## src/rtl/i2c_acmd_pkg.sv

```systemverilog
package i2c_acmd_pkg;
  typedef enum logic [1:0] {
    OP_START = 2'd0,
    OP_STOP  = 2'd1,
    OP_WRITE = 2'd2,
    OP_READ  = 2'd3
  } eng_op_t;

  typedef enum logic [2:0] {
    ST_IDLE,
    ST_START,
    ST_ADDR,
    ST_IADR,
    ST_DATA,
    ST_STOP
  } seq_st_t;
endpackage

```

## src/rtl/i2c_acmd_modereg.sv

```systemverilog
module i2c_acmd_modereg (
  input  logic clk,
  input  logic rst_n,
  input  logic on_stb,
  input  logic off_stb,
  output logic mode
);
  logic mode_q, mode_d, mode_en;

  assign mode_en = on_stb | off_stb;
  assign mode_d  = on_stb & ~off_stb;

  always_ff @(posedge clk or negedge rst_n) begin
    if (!rst_n)       mode_q <= 1'b0;
    else if (mode_en) mode_q <= mode_d;
  end

  assign mode = mode_q;


  mode_off_chk: assert property (@(posedge clk) disable iff (!rst_n)
    off_stb |=> !mode_q);
endmodule

```

## src/rtl/i2c_acmd_bytecnt.sv

```systemverilog
module i2c_acmd_bytecnt #(
  parameter int W = 8
) (
  input  logic         clk,
  input  logic         rst_n,
  input  logic         load,
  input  logic [W-1:0] load_val,
  input  logic         dec,
  output logic         last
);
  logic [W-1:0] cnt_q, cnt_d;
  logic         cnt_en;

  assign cnt_en = load | dec;

  always_comb begin
    cnt_d = cnt_q;
    if (load)     cnt_d = load_val;
    else if (dec) cnt_d = cnt_q - 1'b1;
  end

  always_ff @(posedge clk or negedge rst_n) begin
    if (!rst_n)      cnt_q <= '0;
    else if (cnt_en) cnt_q <= cnt_d;
  end

  assign last = (cnt_q == W'(1));


  no_underflow_chk: assert property (@(posedge clk) disable iff (!rst_n)
    dec |-> cnt_q != '0);
endmodule

```

## src/rtl/i2c_acmd_fsm.sv

```systemverilog
module i2c_acmd_fsm
  import i2c_acmd_pkg::*;
#(
  parameter int LEN_W  = 8,
  parameter int IA_MAX = 3,
  parameter int IA_W   = $clog2(IA_MAX + 1)
) (
  input  logic                  clk,
  input  logic                  rst_n,
  input  logic                  go,
  input  logic                  mode,
  input  logic [LEN_W-1:0]      len0,
  input  logic                  dir0,
  input  logic [LEN_W-1:0]      len1,
  input  logic                  dir1,
  input  logic [6:0]            slave_addr,
  input  logic [IA_W-1:0]       ia_size,
  input  logic [8*IA_MAX-1:0]   iaddr,
  input  logic                  legacy_rd,
  input  logic [7:0]            tx_data,
  output logic                  tx_take,
  output logic                  rx_valid,
  output logic [7:0]            rx_data,
  output logic                  busy,
  output logic                  done,
  output logic                  nack_err,
  output logic                  eng_valid,
  output eng_op_t               eng_op,
  output logic [7:0]            eng_wdata,
  output logic                  eng_rd_nack,
  input  logic                  eng_done,
  input  logic                  eng_ack_rx,
  input  logic [7:0]            eng_rdata,
  output logic                  cnt_load,
  output logic [LEN_W-1:0]      cnt_val,
  output logic                  cnt_dec,
  input  logic                  cnt_last
);
  seq_st_t          st_q, st_d;
  logic             wait_q, wait_d;
  logic             area_q, area_d;
  logic             dir0_q, dir0_d, dir1_q, dir1_d;
  logic             two_q, two_d;
  logic [LEN_W-1:0] len1_q, len1_d;
  logic [IA_W-1:0]  ia_q, ia_d;
  logic             done_q, done_d, err_q, err_d;
  logic             rxv_q, rxv_d;
  logic [7:0]       rxd_q, rxd_d;
  logic             dir_cur, step, wr_phase, nack_in, cap_en;
  logic [7:0]       ia_byte;

  assign dir_cur   = area_q ? dir1_q : dir0_q;
  assign eng_valid = (st_q != ST_IDLE) && !wait_q;
  assign step      = wait_q && eng_done;
  assign wr_phase  = (st_q == ST_ADDR) || (st_q == ST_IADR) ||
                     ((st_q == ST_DATA) && !dir_cur);
  assign nack_in   = step && wr_phase && !eng_ack_rx;
  assign busy      = (st_q != ST_IDLE);
  assign tx_take   = eng_valid && (st_q == ST_DATA) && !dir_cur;
  assign eng_rd_nack = (st_q == ST_DATA) && dir_cur && cnt_last;

  always_comb begin
    ia_byte = 8'h00;
    for (int i = 0; i < IA_MAX; i++)
      if (ia_q == IA_W'(i + 1)) ia_byte = iaddr[8*i +: 8];
  end

  always_comb begin
    case (st_q)
      ST_START: eng_op = OP_START;
      ST_STOP:  eng_op = OP_STOP;
      ST_DATA:  eng_op = dir_cur ? OP_READ : OP_WRITE;
      default:  eng_op = OP_WRITE;
    endcase
    case (st_q)
      ST_ADDR: eng_wdata = {slave_addr, (ia_q != '0) ? 1'b0 : dir_cur};
      ST_IADR: eng_wdata = ia_byte;
      ST_DATA: eng_wdata = dir_cur ? 8'h00 : tx_data;
      default: eng_wdata = 8'h00;
    endcase
  end

  always_comb begin
    st_d = st_q;     wait_d = wait_q;  area_d = area_q;
    dir0_d = dir0_q; dir1_d = dir1_q;  two_d = two_q;
    len1_d = len1_q; ia_d = ia_q;      err_d = err_q;
    done_d = 1'b0;   rxv_d = 1'b0;     rxd_d = rxd_q;
    cnt_load = 1'b0; cnt_val = len0;   cnt_dec = 1'b0;
    if (eng_valid) wait_d = 1'b1;
    case (st_q)
      ST_IDLE: if (go && len0 != '0) begin
        st_d = ST_START;  wait_d = 1'b0; area_d = 1'b0;
        dir0_d = mode ? dir0 : legacy_rd;
        dir1_d = dir1;    len1_d = len1;
        two_d  = mode && (len1 != '0);
        ia_d   = ia_size; err_d = 1'b0;
        cnt_load = 1'b1;
      end
      ST_START: if (step) begin
        wait_d = 1'b0; st_d = ST_ADDR;
      end
      ST_ADDR: if (step) begin
        wait_d = 1'b0;
        if (nack_in) begin
          err_d = 1'b1; st_d = ST_STOP;
        end else st_d = (ia_q != '0) ? ST_IADR : ST_DATA;
      end
      ST_IADR: if (step) begin
        wait_d = 1'b0;
        if (nack_in) begin
          err_d = 1'b1; st_d = ST_STOP;
        end else begin
          ia_d = ia_q - 1'b1;
          if (ia_q == IA_W'(1)) st_d = dir_cur ? ST_START : ST_DATA;
        end
      end
      ST_DATA: if (step) begin
        wait_d  = 1'b0;
        cnt_dec = 1'b1;
        if (dir_cur) begin
          rxv_d = 1'b1; rxd_d = eng_rdata;
        end
        if (nack_in) begin
          err_d = 1'b1; st_d = ST_STOP;
        end else if (cnt_last) begin
          if (!area_q && two_q) begin
            area_d = 1'b1; cnt_load = 1'b1; cnt_val = len1_q;
            st_d = ST_START;
          end else st_d = ST_STOP;
        end
      end
      ST_STOP: if (step) begin
        wait_d = 1'b0; st_d = ST_IDLE; done_d = 1'b1;
      end
      default: st_d = ST_IDLE;
    endcase
  end

  assign cap_en = (st_q == ST_IDLE);

  always_ff @(posedge clk or negedge rst_n) begin
    if (!rst_n) begin
      st_q <= ST_IDLE; wait_q <= 1'b0; area_q <= 1'b0;
      ia_q <= '0;      err_q <= 1'b0;  done_q <= 1'b0;
      rxv_q <= 1'b0;   rxd_q <= 8'h00;
    end else begin
      st_q <= st_d; wait_q <= wait_d; area_q <= area_d;
      ia_q <= ia_d; err_q <= err_d;   done_q <= done_d;
      rxv_q <= rxv_d;
      if (rxv_d) rxd_q <= rxd_d;
    end
  end

  always_ff @(posedge clk or negedge rst_n) begin
    if (!rst_n) begin
      dir0_q <= 1'b0; dir1_q <= 1'b0; two_q <= 1'b0; len1_q <= '0;
    end else if (cap_en) begin
      dir0_q <= dir0_d; dir1_q <= dir1_d; two_q <= two_d; len1_q <= len1_d;
    end
  end

  assign done     = done_q;
  assign nack_err = err_q;
  assign rx_valid = rxv_q;
  assign rx_data  = rxd_q;


  one_req_chk: assert property (@(posedge clk) disable iff (!rst_n)
    eng_valid |=> !eng_valid);

  nack_stop_chk: assert property (@(posedge clk) disable iff (!rst_n)
    nack_in |=> (eng_valid && eng_op == OP_STOP));

  rx_after_done_chk: assert property (@(posedge clk) disable iff (!rst_n)
    rxv_q |-> $past(eng_done));

  idle_quiet_chk: assert property (@(posedge clk) disable iff (!rst_n)
    (st_q == ST_IDLE && (!go || len0 == '0)) |=> !busy);
endmodule

```

## src/rtl/i2c_acmd_seq.sv

```systemverilog
module i2c_acmd_seq
  import i2c_acmd_pkg::*;
#(
  parameter int LEN_W  = 8,
  parameter int IA_MAX = 3
) (
  input  logic                           clk,
  input  logic                           rst_n,
  input  logic                           mode_on_stb,
  input  logic                           mode_off_stb,
  input  logic                           go,
  input  logic [2*LEN_W+1:0]             cmd_word,
  input  logic [6:0]                     slave_addr,
  input  logic [$clog2(IA_MAX+1)-1:0]    ia_size,
  input  logic [8*IA_MAX-1:0]            iaddr,
  input  logic                           legacy_rd,
  input  logic [7:0]                     tx_data,
  output logic                           tx_take,
  output logic                           rx_valid,
  output logic [7:0]                     rx_data,
  output logic                           mode_on,
  output logic                           busy,
  output logic                           done,
  output logic                           nack_err,
  output logic                           eng_valid,
  output logic [1:0]                     eng_op,
  output logic [7:0]                     eng_wdata,
  output logic                           eng_rd_nack,
  input  logic                           eng_done,
  input  logic                           eng_ack_rx,
  input  logic [7:0]                     eng_rdata
);
  localparam int IA_W = $clog2(IA_MAX + 1);

  logic [LEN_W-1:0] len0, len1, cnt_val;
  logic             dir0, dir1, cnt_load, cnt_dec, cnt_last;
  eng_op_t          op;

  assign len0 = cmd_word[LEN_W-1:0];
  assign dir0 = cmd_word[LEN_W];
  assign len1 = cmd_word[2*LEN_W:LEN_W+1];
  assign dir1 = cmd_word[2*LEN_W+1];

  i2c_acmd_modereg u_mode (
    .clk(clk), .rst_n(rst_n), .on_stb(mode_on_stb),
    .off_stb(mode_off_stb), .mode(mode_on)
  );

  i2c_acmd_bytecnt #(.W(LEN_W)) u_cnt (
    .clk(clk), .rst_n(rst_n), .load(cnt_load), .load_val(cnt_val),
    .dec(cnt_dec), .last(cnt_last)
  );

  i2c_acmd_fsm #(.LEN_W(LEN_W), .IA_MAX(IA_MAX), .IA_W(IA_W)) u_fsm (
    .clk(clk), .rst_n(rst_n), .go(go), .mode(mode_on),
    .len0(len0), .dir0(dir0), .len1(len1), .dir1(dir1),
    .slave_addr(slave_addr), .ia_size(ia_size), .iaddr(iaddr),
    .legacy_rd(legacy_rd), .tx_data(tx_data), .tx_take(tx_take),
    .rx_valid(rx_valid), .rx_data(rx_data), .busy(busy), .done(done),
    .nack_err(nack_err), .eng_valid(eng_valid), .eng_op(op),
    .eng_wdata(eng_wdata), .eng_rd_nack(eng_rd_nack),
    .eng_done(eng_done), .eng_ack_rx(eng_ack_rx), .eng_rdata(eng_rdata),
    .cnt_load(cnt_load), .cnt_val(cnt_val), .cnt_dec(cnt_dec),
    .cnt_last(cnt_last)
  );

  assign eng_op = op;
endmodule

```

## config.mk

```make
export PLATFORM = sky130hd
export DESIGN_NAME = i2c_acmd_seq
export DESIGN_NICKNAME = d
export VERILOG_FILES = /design/src/rtl/i2c_acmd_pkg.sv /design/src/rtl/i2c_acmd_modereg.sv /design/src/rtl/i2c_acmd_bytecnt.sv /design/src/rtl/i2c_acmd_fsm.sv /design/src/rtl/i2c_acmd_seq.sv
export SDC_FILE = /design/constraint.sdc
export NUM_CORES = 1
export LEC_CHECK = 0
export CORE_AREA = 3 3 80 82
export CTS_CLUSTER_SIZE = 10
export DETAILED_ROUTE_END_ITERATION = 10
export DIE_AREA = 0 0 83 85
export PLACE_DENSITY_LB_ADDON = 0.1
export SLEW_MARGIN = 15
export SYNTH_ARGS = -nofsm -noshare
export SYNTH_HDL_FRONTEND = slang
export SYNTH_HIERARCHICAL = 1
export SYNTH_SLANG_ARGS = --single-unit
```

## constraint.sdc

```tcl
create_clock -name clk -period 3.36 [get_ports clk]
set_input_delay 0.672 -clock clk [delete_from_list [all_inputs] [get_ports clk]]
set_output_delay 0.672 -clock clk [all_outputs]
set_load 0.02 [all_outputs]
```

==> impl_results.md <==
- Max cap viols: 0
- Fraction of registers with async set/reset: 100%
- Top-area cell type share of the netlist area: between 30% and 40%
- Core area: just under 6000 sq um
- Peak VDD IR: 0.496 mV
- Postcts setup bufs: 0
- Area of the multi-input gates: about 1500 sq um
- Worst EP required: approximately 2.7 ns
- Ant. Diodes: 0
- Endpoints failing setup: 0
- Met2 Use GR: roughly a third
- Final instance area: around 3700 sq um
- Max-slew headroom: between 40% and 50%
- Vias in the first global route: roughly 2400
- Synthesized cell area: approximately 2500 sq um
- Die outline width: 83 um
- Top Ports: 101
- Post-synth EDFFs: 0
- Site Rows: 28
- Total routed wirelength: 6760 um
- CP peak stage delay: 0.61 ns
- Largest net degree at the start of global routing: 39
- Post-synth top flop: dfrtp_1
- Status: finished clean
- Starting Density: 43.3%
- Buf+Inv Stages, Crit Path: 2
- Leak: roughly 1.5 nW
- Crit path kind: flip-flop to output pin
- Hold WC Path Type: primary input to async pin
- Worst Setup End Kind: output pin
- Detailed Routing Iterations Pass 1: 4
- Clock Skew: just under 0.004 ns
- Period minus WS final: 3.19 ns
- Share of cells above drive strength 1: around 16%
- Hpwl dp: between 5000 and 6000 um
- Setup TNS Final: 0 ns
- Die Area: a little over 7000 sq um
- I/O Buffers: 100
- Area Growth Syn to Fin: 49.0%
- # nets final: 445
- Post-synth cell types: between 50 and 60
- Max FO, Critical Path: 6
- GRT busiest layer: met2
- Clock Latency Late Sink: approximately 0.29 ns
- WL/cell: roughly 15 um
- Worst Setup Start Kind: flip-flop
- Worst path cell trace: or4_4 > nor4b_1 > buf_4 > and3_1 > clkdlybuf4s50_1
- GRT Residual Overflow: 0
- H-tree lvl count: 2
- Met1 Use GR: 24.9%
- Post-synth top area cell: dfrtp_1
- Seq/Total Area, Yosys: 37.8%
- Die Span Y: about 85 um
- CTS tree: yes
- Synthesized flop and latch total: 38
- Synth warn: 6
- Crit path max-delay family: simple AND/OR/NAND/NOR gates
- M3 GR Usage: 4.47%
- Antenna violation net count after detailed routing: 0
- Cell count after synthesis: 260
- Syn nets: 344
- Clock slew at reported path FFs: 0.08 ns
- Worst-Margin Slew: roughly 0.87 ns
- Critical path arrival: roughly 2.5 ns
- Longest Clk Path Bufs: 2
- Gr usage total: between 10% and 20%
- Fin. Hold Viols: 0
- Via-to-Cell Ratio: about 5.5
- # fillers: between 400 and 500
- Critical-path top delay cell: clkdlybuf4s50_1
- Commonest non-fill, non-tap cell in the layout: clkdlybuf4s50_1
- Final Cycle Share: 94.8%
- Root buffer cell: clkbuf_8
- DRC Markers: 0
- Pins Over Slew Limit: 0
- RSZ-0062 raised after global routing: no
- Synth Area per Inst: ~9.7 sq um
- First-pass GRT wire length: roughly 11000 um
- Commonest cells after routing, fill and taps aside: clkdlybuf4s50_1, dfrtp_1, mux2_2, o21ai_0, nand2_1
- Cell Pwr Density: around 750 nW/um^2
- Sink Count: 38
- Post-CTS Hold Buffers: 0
- Final GP Congestion: ~0.85
- Antenna violations before repair: 0
- Top post-synthesis cells by area: dfrtp_1, mux2_2, o21ai_0
- Critical path depth: 5
- Fmax: approximately 0.31 GHz
- Placed cell area: around 3600 sq um
- Vias: 2387
- Initial drt markers: between 100 and 150
- CTS buffer count: 5
- Storage cell area: ~950 sq um
- Worst R2R Path Depth: 9
==> synth_stat cells, types with 2 or more instances <==
library cell  instances
a21oi_1              12
a22oi_1              16
and2_1                3
and3b_1               2
buf_2                 3
clkbuf_1              8
dfrtp_1              38
ha_1                  9
inv_1                10
mux2_2               28
nand2_1              22
nand2b_1              2
nand3_1               4
nand3b_1              3
nor2_1               12
nor2b_1               6
nor3_1                3
nor3_2                2
nor3b_1               2
nor4_1                3
nor4b_1               2
o211ai_1              3
o21ai_0              25
o22a_1                2
o31a_1                2
or4_1                 5
xnor2_1               3
==> per-stage QoR <==
stage          setup WS (ns)  total power, mW  hold slack [ns]  std cells  utilization, %
6_report               0.174             2.80            0.487        437            64.5
5_1_grt               0.0166             3.01            0.523        437            64.5
4_1_cts              0.00279             2.81            0.491        437            64.3
3_5_place_dp           0.339             2.31            0.471        429            61.9
3_3_place_gp           0.414             2.29            0.461        429            61.9
2_1_floorplan          0.772             1.78            0.376        260               -
==> worst reg2reg max path: cells and delay by family, from the launching register on <==
kind                   cells  cell delay [ns]
AND/OR/NAND/NOR            6             1.44
flip-flops                 1             0.44
buffers and inverters      2             0.39
AO/OA/AOI/OAI              1             0.06
==> area by class of cell <==
class	instances	share of cell area, %
Sequential cell	38	25.4
Multi-Input combinational cell	198	39.2
Inverter	10	1.00
Timing Repair Buffer	108	28.2
Clock buffer	6	2.20
Clock inverter	2	1.60
Tap cell	75	2.50
==> logic make-up (layout without fill, tap and decap cells) <==
family	Yosys count	in the layout	share of synthesized area (%)
AND/OR/NAND/NOR	80	80	18.7
AO/OA/AOI/OAI	76	76	20.5
flip-flops	38	38	37.8
multiplexers	29	29	12.9
buffers and inverters	24	126	4.18
adder cells (fa/ha/maj)	9	9	4.48
XOR/XNOR	4	4	1.39
==> worst paths after layout <==
check                                              endpoint  slack [ns]                        from
worst min-delay path              u_fsm/st_q[1]$_DFFE_PN0P_        0.49                       rst_n
worst max-delay path                            eng_rd_nack        0.17  u_cnt/cnt_q[3]$_DFFE_PN0P_
worst max register to register   u_cnt/cnt_q[7]$_DFFE_PN0P_        0.93  u_cnt/cnt_q[3]$_DFFE_PN0P_
worst min register to register     u_fsm/dir0_q$_DFFE_PN0P_        0.49    u_fsm/dir0_q$_DFFE_PN0P_
min in group clk                   u_fsm/dir0_q$_DFFE_PN0P_        0.49    u_fsm/dir0_q$_DFFE_PN0P_
max in group asynchronous       u_fsm/len1_q[0]$_DFFE_PN0P_        2.32                       rst_n
==> where the power goes <==
group	internal (mW)	total (mW)	leakage, nW	switching [mW]
sequential	0.652	0.789	0.481	0.136
clock	0.317	0.484	0.0714	0.168
combinational	0.742	1.53	0.961	0.789
==> timing repair <==
action	4_1_cts	5_1_grt
setup endpoints to repair	0	7
resized for setup	0	2
endpoints found under the hold margin	0	0
==> state kept, by name (all words and copies together), names as in the netlist <==
signal,flops
u_fsm/rx_data,8
u_fsm/rx_valid,1
u_fsm/dir0_q,1
u_fsm/nack_err,1
u_fsm/ia_q,2
u_cnt/cnt_q,8
u_fsm/st_q,3
u_fsm/done,1
u_fsm/dir1_q,1
u_fsm/wait_q,1
u_fsm/len1_q,8
u_mode/mode,1
u_fsm/area_q,1
u_fsm/two_q,1
==> layer usage <==
layer	part of all wire (%)	routed length, um	vias up
li1	-	-	1170
met1	44	3010	1097
met2	47	3170	109
met3	6.9	466	11
met4	1.8	122	0
met5	0	0	-
Power figures use the tool's default switching activity.
